## config.mk

```make
export PLATFORM = sky130hd
export DESIGN_NAME = stop_wake_ctrl
export DESIGN_NICKNAME = d
export VERILOG_FILES = /design/src/rtl/swc_pkg.sv /design/src/rtl/swc_key_gate.sv /design/src/rtl/swc_wake_src.sv /design/src/rtl/swc_osc_domain.sv /design/src/rtl/stop_wake_ctrl.sv
export SDC_FILE = /design/constraint.sdc
export NUM_CORES = 1
export LEC_CHECK = 0
export CAP_MARGIN = 20
export CORE_ASPECT_RATIO = 1.4
export CORE_MARGIN = 1.5
export CORE_UTILIZATION = 25
export DETAILED_ROUTE_END_ITERATION = 12
export HOLD_SLACK_MARGIN = 0.05
export PLACE_DENSITY = 0.49
export SLEW_MARGIN = 20
export SYNTH_ARGS = -nofsm -noshare
export SYNTH_HDL_FRONTEND = slang
export SYNTH_SLANG_ARGS = --single-unit
```

## constraint.sdc

```tcl
create_clock -name clk_i -period 2 [get_ports clk_i]
set_input_delay 0.2 -clock clk_i [delete_from_list [all_inputs] [get_ports clk_i]]
set_output_delay 0.2 -clock clk_i [all_outputs]
set_load 0.05 [all_outputs]
```

## src/rtl/swc_pkg.sv

```systemverilog
package swc_pkg;
  typedef enum logic [1:0] {
    MODE_RUN  = 2'd0,
    MODE_PEND = 2'd1,
    MODE_STOP = 2'd2,
    MODE_WAKE = 2'd3
  } swc_mode_e;

  typedef enum logic [1:0] {
    DOM_RUN    = 2'd0,
    DOM_OFF    = 2'd1,
    DOM_START  = 2'd2,
    DOM_SETTLE = 2'd3
  } swc_dom_e;
endpackage

```

## src/rtl/swc_key_gate.sv

```systemverilog
module swc_key_gate #(
  parameter logic [3:0] KEY_FIRST  = 4'h5,
  parameter logic [3:0] KEY_SECOND = 4'hA
) (
  input  logic       clk_i,
  input  logic       rst_ni,
  input  logic       we_i,
  input  logic [7:0] key_i,
  input  logic       consume_i,
  output logic       armed_o
);
  logic stage_q, armed_q;
  logic [3:0] key_hi;
  logic unused_key_lo;

  assign key_hi        = key_i[7:4];
  assign unused_key_lo = ^key_i[3:0];
  assign armed_o       = armed_q;

  always_ff @(posedge clk_i or negedge rst_ni) begin
    if (!rst_ni) begin
      stage_q <= 1'b0;
      armed_q <= 1'b0;
    end else if (consume_i) begin
      stage_q <= 1'b0;
      armed_q <= 1'b0;
    end else if (we_i) begin
      if (key_hi == KEY_FIRST) begin
        stage_q <= 1'b1;
        armed_q <= 1'b0;
      end else if (key_hi == KEY_SECOND && stage_q) begin
        stage_q <= 1'b0;
        armed_q <= 1'b1;
      end else begin
        stage_q <= 1'b0;
        armed_q <= 1'b0;
      end
    end
  end


  arm_key_chk: assert property (@(posedge clk_i) disable iff (!rst_ni)
    $rose(armed_q) |-> $past(we_i && key_i[7:4] == KEY_SECOND));


  consume_disarm_chk: assert property (@(posedge clk_i) disable iff (!rst_ni)
    consume_i |=> !armed_q);
endmodule

```

## src/rtl/swc_wake_src.sv

```systemverilog
module swc_wake_src #(
  parameter int NUM_PORTS = 8
) (
  input  logic                 nmi_i,
  input  logic [NUM_PORTS-1:0] irq_i,
  input  logic [NUM_PORTS-1:0] en_i,
  output logic                 wake_o
);
  logic [NUM_PORTS-1:0] live;

  for (genvar g = 0; g < NUM_PORTS; g++) begin : g_port
    assign live[g] = irq_i[g] & en_i[g];
  end

  assign wake_o = nmi_i | (|live);
endmodule

```

## src/rtl/swc_osc_domain.sv

```systemverilog
module swc_osc_domain
  import swc_pkg::*;
#(
  parameter int START_CNT  = 16,
  parameter int SETTLE_CNT = 8192
) (
  input  logic clk_i,
  input  logic rst_ni,
  input  logic stop_i,
  input  logic wake_i,
  input  logic rdy_i,
  output logic osc_en_o,
  output logic clk_en_o,
  output logic done_o
);
  localparam int MAXC  = (START_CNT > SETTLE_CNT) ? START_CNT : SETTLE_CNT;
  localparam int CW    = $clog2(MAXC + 1);
  localparam int TOTAL = START_CNT + SETTLE_CNT;
  localparam int TW    = $clog2(TOTAL + 1);
  localparam logic [CW-1:0] START_LAST  = CW'(START_CNT - 1);
  localparam logic [CW-1:0] SETTLE_LAST = CW'(SETTLE_CNT - 1);

  swc_dom_e      st_q;
  logic [CW-1:0] cnt_q;

  assign osc_en_o = (st_q != DOM_OFF);
  assign clk_en_o = (st_q == DOM_RUN);
  assign done_o   = (st_q == DOM_SETTLE) && rdy_i && (cnt_q == SETTLE_LAST);

  always_ff @(posedge clk_i or negedge rst_ni) begin
    if (!rst_ni) begin
      st_q  <= DOM_RUN;
      cnt_q <= '0;
    end else if (stop_i) begin
      st_q  <= DOM_OFF;
      cnt_q <= '0;
    end else begin
      unique case (st_q)
        DOM_OFF: if (wake_i) begin
          st_q  <= DOM_START;
          cnt_q <= '0;
        end
        DOM_START: if (rdy_i) begin
          if (cnt_q == START_LAST) begin
            st_q  <= DOM_SETTLE;
            cnt_q <= '0;
          end else begin
            cnt_q <= cnt_q + 1'b1;
          end
        end
        DOM_SETTLE: if (rdy_i) begin
          if (cnt_q == SETTLE_LAST) st_q <= DOM_RUN;
          else                      cnt_q <= cnt_q + 1'b1;
        end
        default: ;
      endcase
    end
  end

  // checker: ready pulses seen since the oscillator was re-enabled
  logic [TW-1:0] seen_q;
  always_ff @(posedge clk_i or negedge rst_ni) begin
    if (!rst_ni)                       seen_q <= '0;
    else if (!osc_en_o)                seen_q <= '0;
    else if (!clk_en_o && rdy_i)       seen_q <= seen_q + 1'b1;
  end


  gate_settle_chk: assert property (@(posedge clk_i) disable iff (!rst_ni)
    $rose(clk_en_o) |-> seen_q == TW'(TOTAL));


  gate_needs_osc_chk: assert property (@(posedge clk_i) disable iff (!rst_ni)
    clk_en_o |-> osc_en_o);
endmodule

```

## src/rtl/stop_wake_ctrl.sv

```systemverilog
module stop_wake_ctrl
  import swc_pkg::*;
#(
  parameter int NUM_PORTS    = 8,
  parameter int ENTRY_DLY    = 2,
  parameter int WIN_LEN      = 2,
  parameter int HS_START_CNT = 16,
  parameter int LS_START_CNT = 16,
  parameter int SETTLE_CNT   = 8192
) (
  input  logic                 clk_i,
  input  logic                 rst_ni,
  input  logic                 key_we_i,
  input  logic [7:0]           key_i,
  input  logic                 stop_we_i,
  input  logic                 nmi_i,
  input  logic [NUM_PORTS-1:0] port_irq_i,
  input  logic [NUM_PORTS-1:0] port_en_i,
  input  logic                 hs_osc_rdy_i,
  input  logic                 ls_osc_rdy_i,
  output logic                 hs_osc_en_o,
  output logic                 ls_osc_en_o,
  output logic                 hs_clk_en_o,
  output logic                 ls_clk_en_o,
  output logic                 stop_req_o,
  output logic                 stop_o,
  output logic                 wake_window_o
);
  localparam int DW = $clog2(ENTRY_DLY + 1);
  localparam int WW = $clog2(WIN_LEN + 1);
  localparam logic [DW-1:0] DLY_LAST = DW'(ENTRY_DLY - 1);

  swc_mode_e     mode_q;
  logic [DW-1:0] dly_q;
  logic [WW-1:0] win_q;
  logic armed, wake, hs_done, ls_done;
  logic stop_accept, enter_stop, wake_now;

  swc_key_gate i_key (
    .clk_i     (clk_i),
    .rst_ni    (rst_ni),
    .we_i      (key_we_i),
    .key_i     (key_i),
    .consume_i (enter_stop),
    .armed_o   (armed)
  );

  swc_wake_src #(.NUM_PORTS(NUM_PORTS)) i_src (
    .nmi_i  (nmi_i),
    .irq_i  (port_irq_i),
    .en_i   (port_en_i),
    .wake_o (wake)
  );

  assign stop_accept = stop_we_i && armed && (mode_q == MODE_RUN);
  assign enter_stop  = (mode_q == MODE_PEND) && (dly_q == DLY_LAST);
  assign wake_now    = (mode_q == MODE_STOP) && wake;

  swc_osc_domain #(.START_CNT(HS_START_CNT), .SETTLE_CNT(SETTLE_CNT)) i_hs (
    .clk_i    (clk_i),
    .rst_ni   (rst_ni),
    .stop_i   (enter_stop),
    .wake_i   (wake_now),
    .rdy_i    (hs_osc_rdy_i),
    .osc_en_o (hs_osc_en_o),
    .clk_en_o (hs_clk_en_o),
    .done_o   (hs_done)
  );

  swc_osc_domain #(.START_CNT(LS_START_CNT), .SETTLE_CNT(SETTLE_CNT)) i_ls (
    .clk_i    (clk_i),
    .rst_ni   (rst_ni),
    .stop_i   (enter_stop),
    .wake_i   (wake_now),
    .rdy_i    (ls_osc_rdy_i),
    .osc_en_o (ls_osc_en_o),
    .clk_en_o (ls_clk_en_o),
    .done_o   (ls_done)
  );

  always_ff @(posedge clk_i or negedge rst_ni) begin
    if (!rst_ni) begin
      mode_q <= MODE_RUN;
      dly_q  <= '0;
    end else begin
      unique case (mode_q)
        MODE_RUN:  if (stop_accept) begin
          mode_q <= MODE_PEND;
          dly_q  <= '0;
        end
        MODE_PEND: if (enter_stop) mode_q <= MODE_STOP;
                   else            dly_q  <= dly_q + 1'b1;
        MODE_STOP: if (wake)       mode_q <= MODE_WAKE;
        MODE_WAKE: if (hs_done)    mode_q <= MODE_RUN;
        default:                   mode_q <= MODE_RUN;
      endcase
    end
  end

  always_ff @(posedge clk_i or negedge rst_ni) begin
    if (!rst_ni)         win_q <= '0;
    else if (hs_done)    win_q <= WW'(WIN_LEN);
    else if (win_q != 0) win_q <= win_q - 1'b1;
  end

  assign stop_req_o    = (mode_q == MODE_PEND) || (mode_q == MODE_STOP);
  assign stop_o        = (mode_q == MODE_STOP);
  assign wake_window_o = (win_q != '0);

  logic unused_ls_done;
  assign unused_ls_done = ls_done;

  // checker: cycles since the last accepted stop write
  localparam int SW = $clog2(ENTRY_DLY + 2);
  logic [SW-1:0] since_q;
  always_ff @(posedge clk_i or negedge rst_ni) begin
    if (!rst_ni)                          since_q <= SW'(ENTRY_DLY + 1);
    else if (stop_accept)                 since_q <= '0;
    else if (since_q != SW'(ENTRY_DLY+1)) since_q <= since_q + 1'b1;
  end


  entry_delay_chk: assert property (@(posedge clk_i) disable iff (!rst_ni)
    $rose(stop_o) |-> since_q == SW'(ENTRY_DLY));


  stop_osc_off_chk: assert property (@(posedge clk_i) disable iff (!rst_ni)
    stop_o |-> !hs_osc_en_o && !ls_osc_en_o && !hs_clk_en_o && !ls_clk_en_o);


  masked_hold_chk: assert property (@(posedge clk_i) disable iff (!rst_ni)
    (stop_o && !nmi_i && ((port_irq_i & port_en_i) == '0)) |=> stop_o);


  held_wake_chk: assert property (@(posedge clk_i) disable iff (!rst_ni)
    (stop_o && nmi_i) |=> !stop_o && hs_osc_en_o && ls_osc_en_o);


  window_gate_chk: assert property (@(posedge clk_i) disable iff (!rst_ni)
    wake_window_o |-> hs_clk_en_o);
endmodule

```

# [Word-level counts from Yosys, hierarchy flattened]
# Cells that the tools add are included.
[word_totals] ff_bits=40 in_bits=31 word_cells=124
[classes] n_addsub=4 n_eq_ne=35 mux=43 bitwise=9 reduce_logical=24
[op_table] operator="14-bit two-way mux" count=11
[op_table] operator="14-bit one-hot mux with 3 select lines" count=2
[op_table] operator="2-bit two-way mux" count=19
[op_table] operator="14-bit by 1-bit adder with 14-bit output (second input constant)" count=2
[op_table] operator="14-bit by 13-bit equality test with 1-bit output (second input constant)" count=2
[op_table] operator="14-bit by 4-bit equality test with 1-bit output (second input constant)" count=2
[op_table] operator="3-bit != test (second input constant)" count=9
[op_table] operator="2-bit equality test (second input constant)" count=6
[op_table] operator="2-bit one-hot mux with 3 select lines" count=2
[op_table] operator="6-bit AND reduction" count=2
[op_table] operator="5-bit AND reduction" count=2
[op_table] operator="3-bit by 2-bit != test with 1-bit output (second input constant)" count=3
[op_table] operator="1-bit AND" count=8
[op_table] operator="2-bit by 1-bit equality test with 1-bit output (second input constant)" count=4
[op_table] operator="2-bit != test (second input constant)" count=4
[op_table] operator="2-bit one-hot mux with 4 select lines" count=1
[op_table] operator="2-bit nonzero test" count=4
[op_table] operator="4-bit nonzero test" count=2
[op_table] operator="8-bit OR reduction" count=1
[op_table] operator="1-bit logical AND" count=7
[op_table] operator="1-bit two-way mux" count=7
[op_table] operator="2-bit logical NOT" count=3
[op_table] operator="2-bit by 1-bit != test with 1-bit output (second input constant)" count=3
[op_table] operator="4-bit by 3-bit equality test with 1-bit output (second input constant)" count=1
[op_table] operator="8 further kinds" count=8

# [Logic depth before layout (Yosys ltp)]
# Gate-level depths: netlist (run 1).
[logic_depth] ltp_word=7 mapped_depth=10 depth_no_buf=8

# [By module]
# Synthesis (run 1) repeated with hierarchy kept, for this count alone.
[unflattened] cells_unflattened=295 area_unflattened_um2=2728.9
[by_module_without_submodules] module="swc_osc_domain at i_hs" instances=1 cells_each=120 area_each_um2=1086.0 seq_area_each_um2=400.4
[by_module_without_submodules] module="swc_osc_domain at i_ls" instances=1 cells_each=120 area_each_um2=1069.8 seq_area_each_um2=400.4
[by_module_without_submodules] module="stop_wake_ctrl" instances=1 cells_each=41 area_each_um2=419.2 seq_area_each_um2=150.1
[by_module_without_submodules] module="swc_key_gate" instances=1 cells_each=9 area_each_um2=110.1 seq_area_each_um2=50.0
[by_module_without_submodules] module="swc_wake_src" instances=1 cells_each=5 area_each_um2=43.8 seq_area_each_um2=0.0

# [Least setup slack after synthesis (run 1)]
# No wires, ideal clock.
[synth_timing] path_type="register to register" startpoint="reg mode_q[0]" endpoint="reg i_ls.cnt_q[10]" setup_time_ns=0.078 t_arrival_ns=2.279 required_time_ns=1.922 path_slack_ns=-0.357 path_stages_with_launch=8 n_path_buf=0 path_cell_list="dfrtp_1 -> inv_1 -> ha_1 -> o221ai_1 -> a31o_1 -> o21a_2 -> or4_1 -> a21oi_1"
[synth_via] elab_chain_cells=4 elab_cells_between_ends=11
[synth_lines] element="start, declared" line_no="stop_wake_ctrl.sv:33" text="swc_mode_e mode_q;"
[synth_lines] element="start signal, assigned" line_no="stop_wake_ctrl.sv:83" text="mode_q <= MODE_RUN;"
[synth_lines] element="start signal, assigned" line_no="stop_wake_ctrl.sv:88" text="mode_q <= MODE_PEND;"
[synth_lines] element="start signal, assigned" line_no="stop_wake_ctrl.sv:91" text="MODE_PEND: if (enter_stop) mode_q <= MODE_STOP;"
[synth_lines] element="2-bit equality test"
[synth_lines] element="net stop_o" line_no="stop_wake_ctrl.sv:26" text="output logic stop_o,"
[synth_lines] element="1-bit logical AND" line_no="stop_wake_ctrl.sv:57" text="assign wake_now = (mode_q == MODE_STOP) && wake;"
[synth_lines] element="3-bit != test (no line)"
[synth_lines] element="5-bit AND reduction (no line)"
[synth_lines] element="end signal, assigned" line_no="swc_osc_domain.sv:48" text="cnt_q <= cnt_q + 1'b1;"
[synth_lines] element="end signal, assigned" line_no="swc_osc_domain.sv:53" text="else cnt_q <= cnt_q + 1'b1;"
[synth_lines] element="end, declared" line_no="swc_osc_domain.sv:24" text="logic [CW-1:0] cnt_q;"
# The timed path passes the listed nets, and every way through them passes these cells.
# A chain may end at the register's enable or synchronous reset.

# [Worst setup path after layout (run 1)]
[layout_timing] startpoint="reg i_ls.st_q[0]" endpoint="reg i_ls.cnt_q[10]"
[layout_via] elab_chain_cells=3 elab_cells_between_ends=11
[layout_lines] element="start, declared" line_no="swc_osc_domain.sv:23" text="swc_dom_e st_q;"
[layout_lines] element="start signal, assigned" line_no="swc_osc_domain.sv:32" text="st_q <= DOM_RUN;"
[layout_lines] element="start signal, assigned" line_no="swc_osc_domain.sv:35" text="st_q <= DOM_OFF;"
[layout_lines] element="start signal, assigned" line_no="swc_osc_domain.sv:40" text="st_q <= DOM_START;"
[layout_lines] element="2-bit equality test, or another cell as far along"
[layout_lines] element="3-bit != test (no line), or another cell as far along"
[layout_lines] element="5-bit AND reduction (no line) or 14-bit two-way mux (tied branches)"
# Several ways; a longest one is shown, not always the timed one.

==> flow_summary_export.csv, run 1 <==
group,metric,value,unit
status,status,"complete, but fails checks",
status,violations,"negative setup slack",
floorplanning,die-area,10700,sq um
critical_path,crit_chain,"buf_6 > ha_4 > clkinvlp_4 > o221ai_2 > a31o_1 > o21a_4 > or4_4 > a21oi_2",
floorplanning,initial_utilization,25.6,%
drt,drcViolationCount,0,
synth,ys_top_cells_by_area,"dfrtp_1, ha_1, o21ai_0, nand2_1, o31ai_1",
synth,synth_fp_nets,330,
sta,drv_slew,0,
critical_path,worstPathRequired,2.22,ns
critical_path,startpoint,"i_ls.st_q[0]",
grt,antenna_found_initial,0,
drt,routed_wirelength,6.75,mm
synth,ys_seq_elements,40,
grt,grt_overflow_total,0,
synth,synth_top_area_share,39.6,%
synth,synth_cells,285,
floorplanning,die_h,122,microns
clock_network,path_clk_slew,0.06,ns
floorplanning,core,9900,sq um
sta,hold_ws,0.399,ns
critical_path,crit_path_start_kind,"register",
clock_network,cts_buffer_depth,2,
floorplanning,die_w,88.0,microns
clock_network,cts_buffers,5,
floorplanning,num_rows,43,
sta,rsz0062_at_grt,"true",
clock_network,cts_tree,"done",
drt,drt_iter0_drc,51,
sta,final.setup.tns,-0.156,ns
cells_and_area,fin_nets,416,
critical_path,critPathSlowestCell,"or4_4",
min_path,hp-class,"in -> async",
cells_and_area,drive_above_1_share,30.6,%
drt,wire_per_inst,13.3,microns
critical_path,r2r_start,"i_ls.st_q[0]",
flow_run,drv_cap,0,
grt,grt_first_pass_wirelength,11.7,mm
sta,timing.final.crit_share,103,%
clock_network,clock_latency,0.29,ns
cells_and_area,syn2layout_area_growth,51.4,%
sta,worst_slack,-0.0501,ns
grt,grt_usage,13.9,%
critical_path,cp.depth,8,
critical_path,cpPeakStageDelay,0.49,ns
synth,synth_area_per_cell,8.88,sq um
clock_network,cts-root-buf,"clkbuf_16",
synth,synthesis.area,2530,sq um
sta,relSlewSlack,66.8,%
sta,finalClockSkew,0.00802,ns
synth,synth_top_cell_by_area,"dfrtp_1",
synth,synth_edf_count,0,
grt,grt_max_degree,20,
sta,clock.fmax,488,MHz
drt,firstDrtPassIters,4,
synth,synth_cell_type_count,54,
placement,io_buffers,33,
critical_path,crit_arrival,2.27,ns
sta,setup_viol,7,
sta,hold_viol,0,
drt,vias,2406,
sta,fin_crit,2.05,ns
drt,vias_per_cell,4.75,
placement,place_hpwl,5.11,mm
cells_and_area,n_antenna_cell,0,
pwr,power.density,1340,nW/um^2
synth,seq_area_frac_synth,39.6,%
placement,place_congestion,0.783,
critical_path,end_kind,"register",
critical_path,critical-path-top-delay-family,"compound AO/OA/AOI/OAI gates",
synth,synth_most_common_cell,"dfrtp_1",
cells_and_area,fill_cells,1032,
clock_network,htree_levels,2,
grt,grt_pass1_vias,2615,
synth,ys_async_sr_fraction,100,%
critical_path,reg2reg_depth,8,
critical_path,path_buf_inv,2,
clock_network,cts.sinks,40,
critical_path,worstSetupPathType,"reg -> reg",
pwr,peakVddDrop,0.412,mV
synth,ys_warn_count,0,
synth,ys_top_cells_by_count,"dfrtp_1, nand2_1, nor2_1, o21ai_0, inv_1",
pwr,leakagePower,0.00163,uW
floorplanning,ios,38,
critical_path,path_max_fanout,5,
synth,synthFlopType,"dfrtp_1",
sta,worst_pin_slew,0.497,ns
drt,final_antenna_net_count,0,
[repair_timing]
item,CTS,global route
endpoints found under the hold margin,17,0
resized for setup,19,30
hold buffers,1,0
pin swaps,7,7
setup endpoints to repair,14,26
setup buffers,2,2
gates cloned,1,0
[flip-flops by register name, summed over array words and instances (netlist names)]
name / cells
i_hs.cnt_q: 14
i_key.stage_q: 1
i_hs.st_q: 2
i_ls.cnt_q: 14
win_q: 2
i_ls.st_q: 2
mode_q: 2
dly_q: 2
i_key.armed_o: 1
[layout make-up]
type	instances	area, sq um	area share (%)
multi-input combinational	219	1620	42.2
inverter	16	63.8	1.67
timing repair buffer	89	795	20.7
tap	135	169	4.41
clock inverter	1	30.0	0.784
clock buffer	7	153	3.98
sequential	40	1000	26.2
[stage by stage]
step	area, sq um	worst slack, ns	instances	util [%]	total power (uW)
floorplan	2570	-0.0248	285	-	2660
global placement	3390	-0.144	493	34.2	3580
detailed placement	3390	-0.150	493	34.2	3630
CTS	3710	-0.0806	505	37.4	5000
global route	3830	-0.122	507	38.7	5520
finish	3830	-0.0501	507	38.7	5120
[worst reg2reg max path: stages (launching register included)]
cell	delay (ns)
dfrtp_2	0.45
buf_6	0.14
ha_4	0.16
clkinvlp_4	0.07
o221ai_2	0.09
a31o_1	0.22
o21a_4	0.25
or4_4	0.49
a21oi_2	0.13
[path summary, 6_finish.rpt]
kind	to	slack, ns
setup / recovery	i_ls.cnt_q[10]	-0.05
hold / removal	i_hs.cnt_q[3]	0.40
setup reg to reg	i_ls.cnt_q[10]	-0.05
hold reg to reg	win_q[1]	0.50
max in group asynchronous	i_ls.st_q[1]	1.02
min in group clk_i	win_q[1]	0.50
[report_power, final]
group	internal (uW)	leakage, uW	switching [uW]
Sequential	942	0.000537	159
Clock	657	0.0000901	322
Combinational	1520	0.00101	1530
[cell usage in the layout (no fill, tap or decap), types with 5 or more instances in the layout]
| cell type | synthesis | final |
|---|---|---|
| a21oi_1 | 13 | 9 |
| and3_1 | 7 | 5 |
| buf_4 | 1 | 55 |
| clkbuf_16 | 0 | 5 |
| clkdlybuf4s50_1 | 0 | 26 |
| dfrtp_1 | 40 | 37 |
| ha_1 | 14 | 9 |
| ha_4 | 0 | 5 |
| inv_1 | 16 | 13 |
| nand2_1 | 26 | 25 |
| nand2b_1 | 5 | 5 |
| nand3_1 | 15 | 15 |
| nand4_1 | 9 | 9 |
| nor2_1 | 22 | 22 |
| nor2b_1 | 5 | 5 |
| nor3_1 | 5 | 5 |
| o21ai_0 | 22 | 11 |
| o21ai_1 | 7 | 13 |
| o21ai_2 | 0 | 5 |
| o31ai_1 | 13 | 10 |
| or3_1 | 8 | 7 |
[layer usage]
metal / vias up / global-route usage, % / part of all wire, %
met5: - / 0 / 0
met4: 0 / 5.96 / 2.0
met3: 7 / 2.64 / 2.3
met2: 23 / 25.2 / 55
met1: 1156 / 15.4 / 41
li1: 1220 / - / -
[cells by family after synthesis]
kind of cell    after synthesis  share of synthesized area [%]
xor+xnor                      1                          0.346
simple gates                118                           24.7
buf+inv                      26                           4.90
fa+ha+maj                    14                           6.92
flops                        40                           39.6
compound gates               82                           21.8
mux                           4                           1.78
Power figures use the tool's default switching activity.
==> run 2: changes to the inputs <==
Settings changed: CORE_ASPECT_RATIO 1.4 to 1.25.
==> run 2 against run 1 <==
Compared with the run above:
- the run still ends with negative setup slack left
- non-clock buffer count is 8 higher
- register-to-register slack improved by 0.02 ns
- clock-buffer cell count shrank 2
- largest power group unchanged
- largest cell class unchanged
- global-route usage fell by 0.41 points
- combinational power shrank 4%
- power down 1.5%
- setup slack better by 0.022 ns
- sequential cell count unchanged
==> flow_summary_export.csv, run 2 (synthesis results as in run 1) <==
group,metric,value,unit
clock_network,cts_buffer_depth,2,
clock_network,path_clk_slew,0.06,ns
clock_network,clock_latency,0.29,ns
pwr,power.density,1310,nW/um^2
sta,timing.final.crit_share,101,%
cells_and_area,layout_commonest_cell,"buf_4",
sta,finalClockSkew,0.00706,ns
clock_network,htree_levels,2,
sta,clock.fmax,493,MHz
floorplanning,die-area,10700,sq um
sta,final.setup.tns,-0.0948,ns
drt,drcViolationCount,0,
cells_and_area,multi_input_area,1590,sq um
clock_network,cts-root-buf,"clkbuf_16",
drt,final_antenna_net_count,0,
critical_path,reg2reg_depth,7,
critical_path,crit_arrival,2.24,ns
floorplanning,num_rows,40,
flow_run,drv_cap,0,
drt,firstDrtPassIters,5,
drt,drt_iter0_drc,85,
grt,use_met1,14.9,%
pwr,peakVddDrop,0.654,mV
sta,worst_pin_slew,0.496,ns
grt,grtUsageMet3,2.23,%
floorplanning,ios,38,
drt,routed_wirelength,6.94,mm
placement,io_buffers,33,
grt,grt_pass1_vias,2484,
floorplanning,die_h,115,microns
sta,hold_viol,0,
critical_path,path_max_fanout,6,
cells_and_area,register_area,1000,sq um
cells_and_area,reg_top3,"i_hs.cnt_q: 14 flops, i_ls.cnt_q: 14 flops",
critical_path,r2r_start,"i_ls.st_q[1]",
placement,place_hpwl,5.07,mm
critical_path,worstSetupPathType,"reg -> reg",
sta,worst_slack,-0.0283,ns
drt,wire_per_inst,13.7,microns
min_path,hp-class,"in -> async",
pwr,p_total,5050,uW
floorplanning,initial_utilization,26.1,%
floorplanning,core,9710,sq um
status,violations,"negative setup slack",
cells_and_area,final_cells,505,
cells_and_area,drive_above_1_share,31.7,%
cells_and_area,n_antenna_cell,0,
clock_network,cts.sinks,40,
sta,setup_viol,4,
grt,busiest_layer,"met2",
grt,antenna_found_initial,0,
grt,grt_usage,13.4,%
pwr,leakagePower,0.00168,uW
grt,met2_usage,25.4,%
critical_path,end_kind,"register",
sta,relSlewSlack,66.9,%
critical_path,crit_path_start_kind,"register",
drt,vias_per_cell,4.95,
placement,place_ws,-0.184,ns
grt,grt_max_degree,24,
drt,vias,2502,
clock_network,cts_buffers,5,
cells_and_area,layout_common_cells,"buf_4, dfrtp_1, clkdlybuf4s50_1, nand2_1, nor2_1",
sta,drv_slew,0,
critical_path,r2r_setup_slack,-0.03,ns
sta,fin_crit,2.03,ns
cells_and_area,fin_nets,424,
grt,grt_overflow_total,0,
cells_and_area,syn2layout_area_growth,52.0,%
critical_path,r2r_end,"i_ls.cnt_q[10]",
clock_network,cts_tree,"done",
cells_and_area,fill_cells,974,
grt,grt_first_pass_wirelength,11.6,mm
sta,hold_ws,0.403,ns
sta,rsz0062_at_grt,"true",
placement,place_congestion,0.742,
critical_path,worstPathRequired,2.22,ns
placement,placed_cells,490,
floorplanning,die_w,93.0,microns
status,status,"complete, but fails checks",
run 2: final cells by class:
class | instances | area share, %
timing repair buffer | 97 | 22.0
multi-input combinational | 219 | 41.3
inverter | 16 | 1.66
sequential | 40 | 26.1
clock buffer | 5 | 3.25
tap | 126 | 4.10
clock inverter | 2 | 1.56
run 2: repair_timing:
item	in CTS	in global routing
hold buffers	1	0
setup buffers	3	3
pin swaps	6	9
gates resized for setup	9	33
endpoints found under the setup margin	13	29
gates cloned	0	1
hold endpoints to repair	17	0
run 2: metrics by stage:
step,utilization (%),cell area (sq um)
after floorplan,-,2570
after global placement,35.3,3430
after detailed placement,35.3,3430
after CTS,37.7,3660
after global routing,39.6,3850
final,39.6,3850
run 2: power by group:
part	total (uW)	internal [uW]	leakage, uW	switching (uW)
combinational	2920	1410	0.00105	1510
clock	1050	709	0.0000899	338
sequential	1070	942	0.000539	132
run 2: worst max-delay path by stage:
stage / start / end / slack (ns) / cells after the start
6_report: i_ls.st_q[1] / i_ls.cnt_q[10] / -0.03 / 7
5_1_grt: i_ls.st_q[1] / i_ls.cnt_q[10] / -0.12 / 7
4_1_cts: i_ls.st_q[1] / i_ls.cnt_q[10] / -0.07 / 7
3_5_place_dp: port_irq_i[2] / i_ls.cnt_q[7] / -0.18 / 8
3_3_place_gp: port_irq_i[2] / i_ls.cnt_q[7] / -0.15 / 8
2_1_floorplan: i_ls.st_q[0] / i_ls.cnt_q[10] / -0.02 / 8
run 2: routing by layer:
layer	wire, microns	vias to the layer above	part of all wire [%]
met1	2920	1222	42
met4	129	0	1.9
met2	3750	38	54
met5	0	-	0
li1	-	1235	-
met3	140	7	2.0
run 2: critical path, cell delays in order (launching register included):
cell and delay, ns:
dfrtp_2 0.45, ha_2 0.23, o21bai_4 0.11, o221ai_2 0.09, a31o_1 0.22, o21a_4 0.25
or4_4 0.48, a21oi_2 0.12
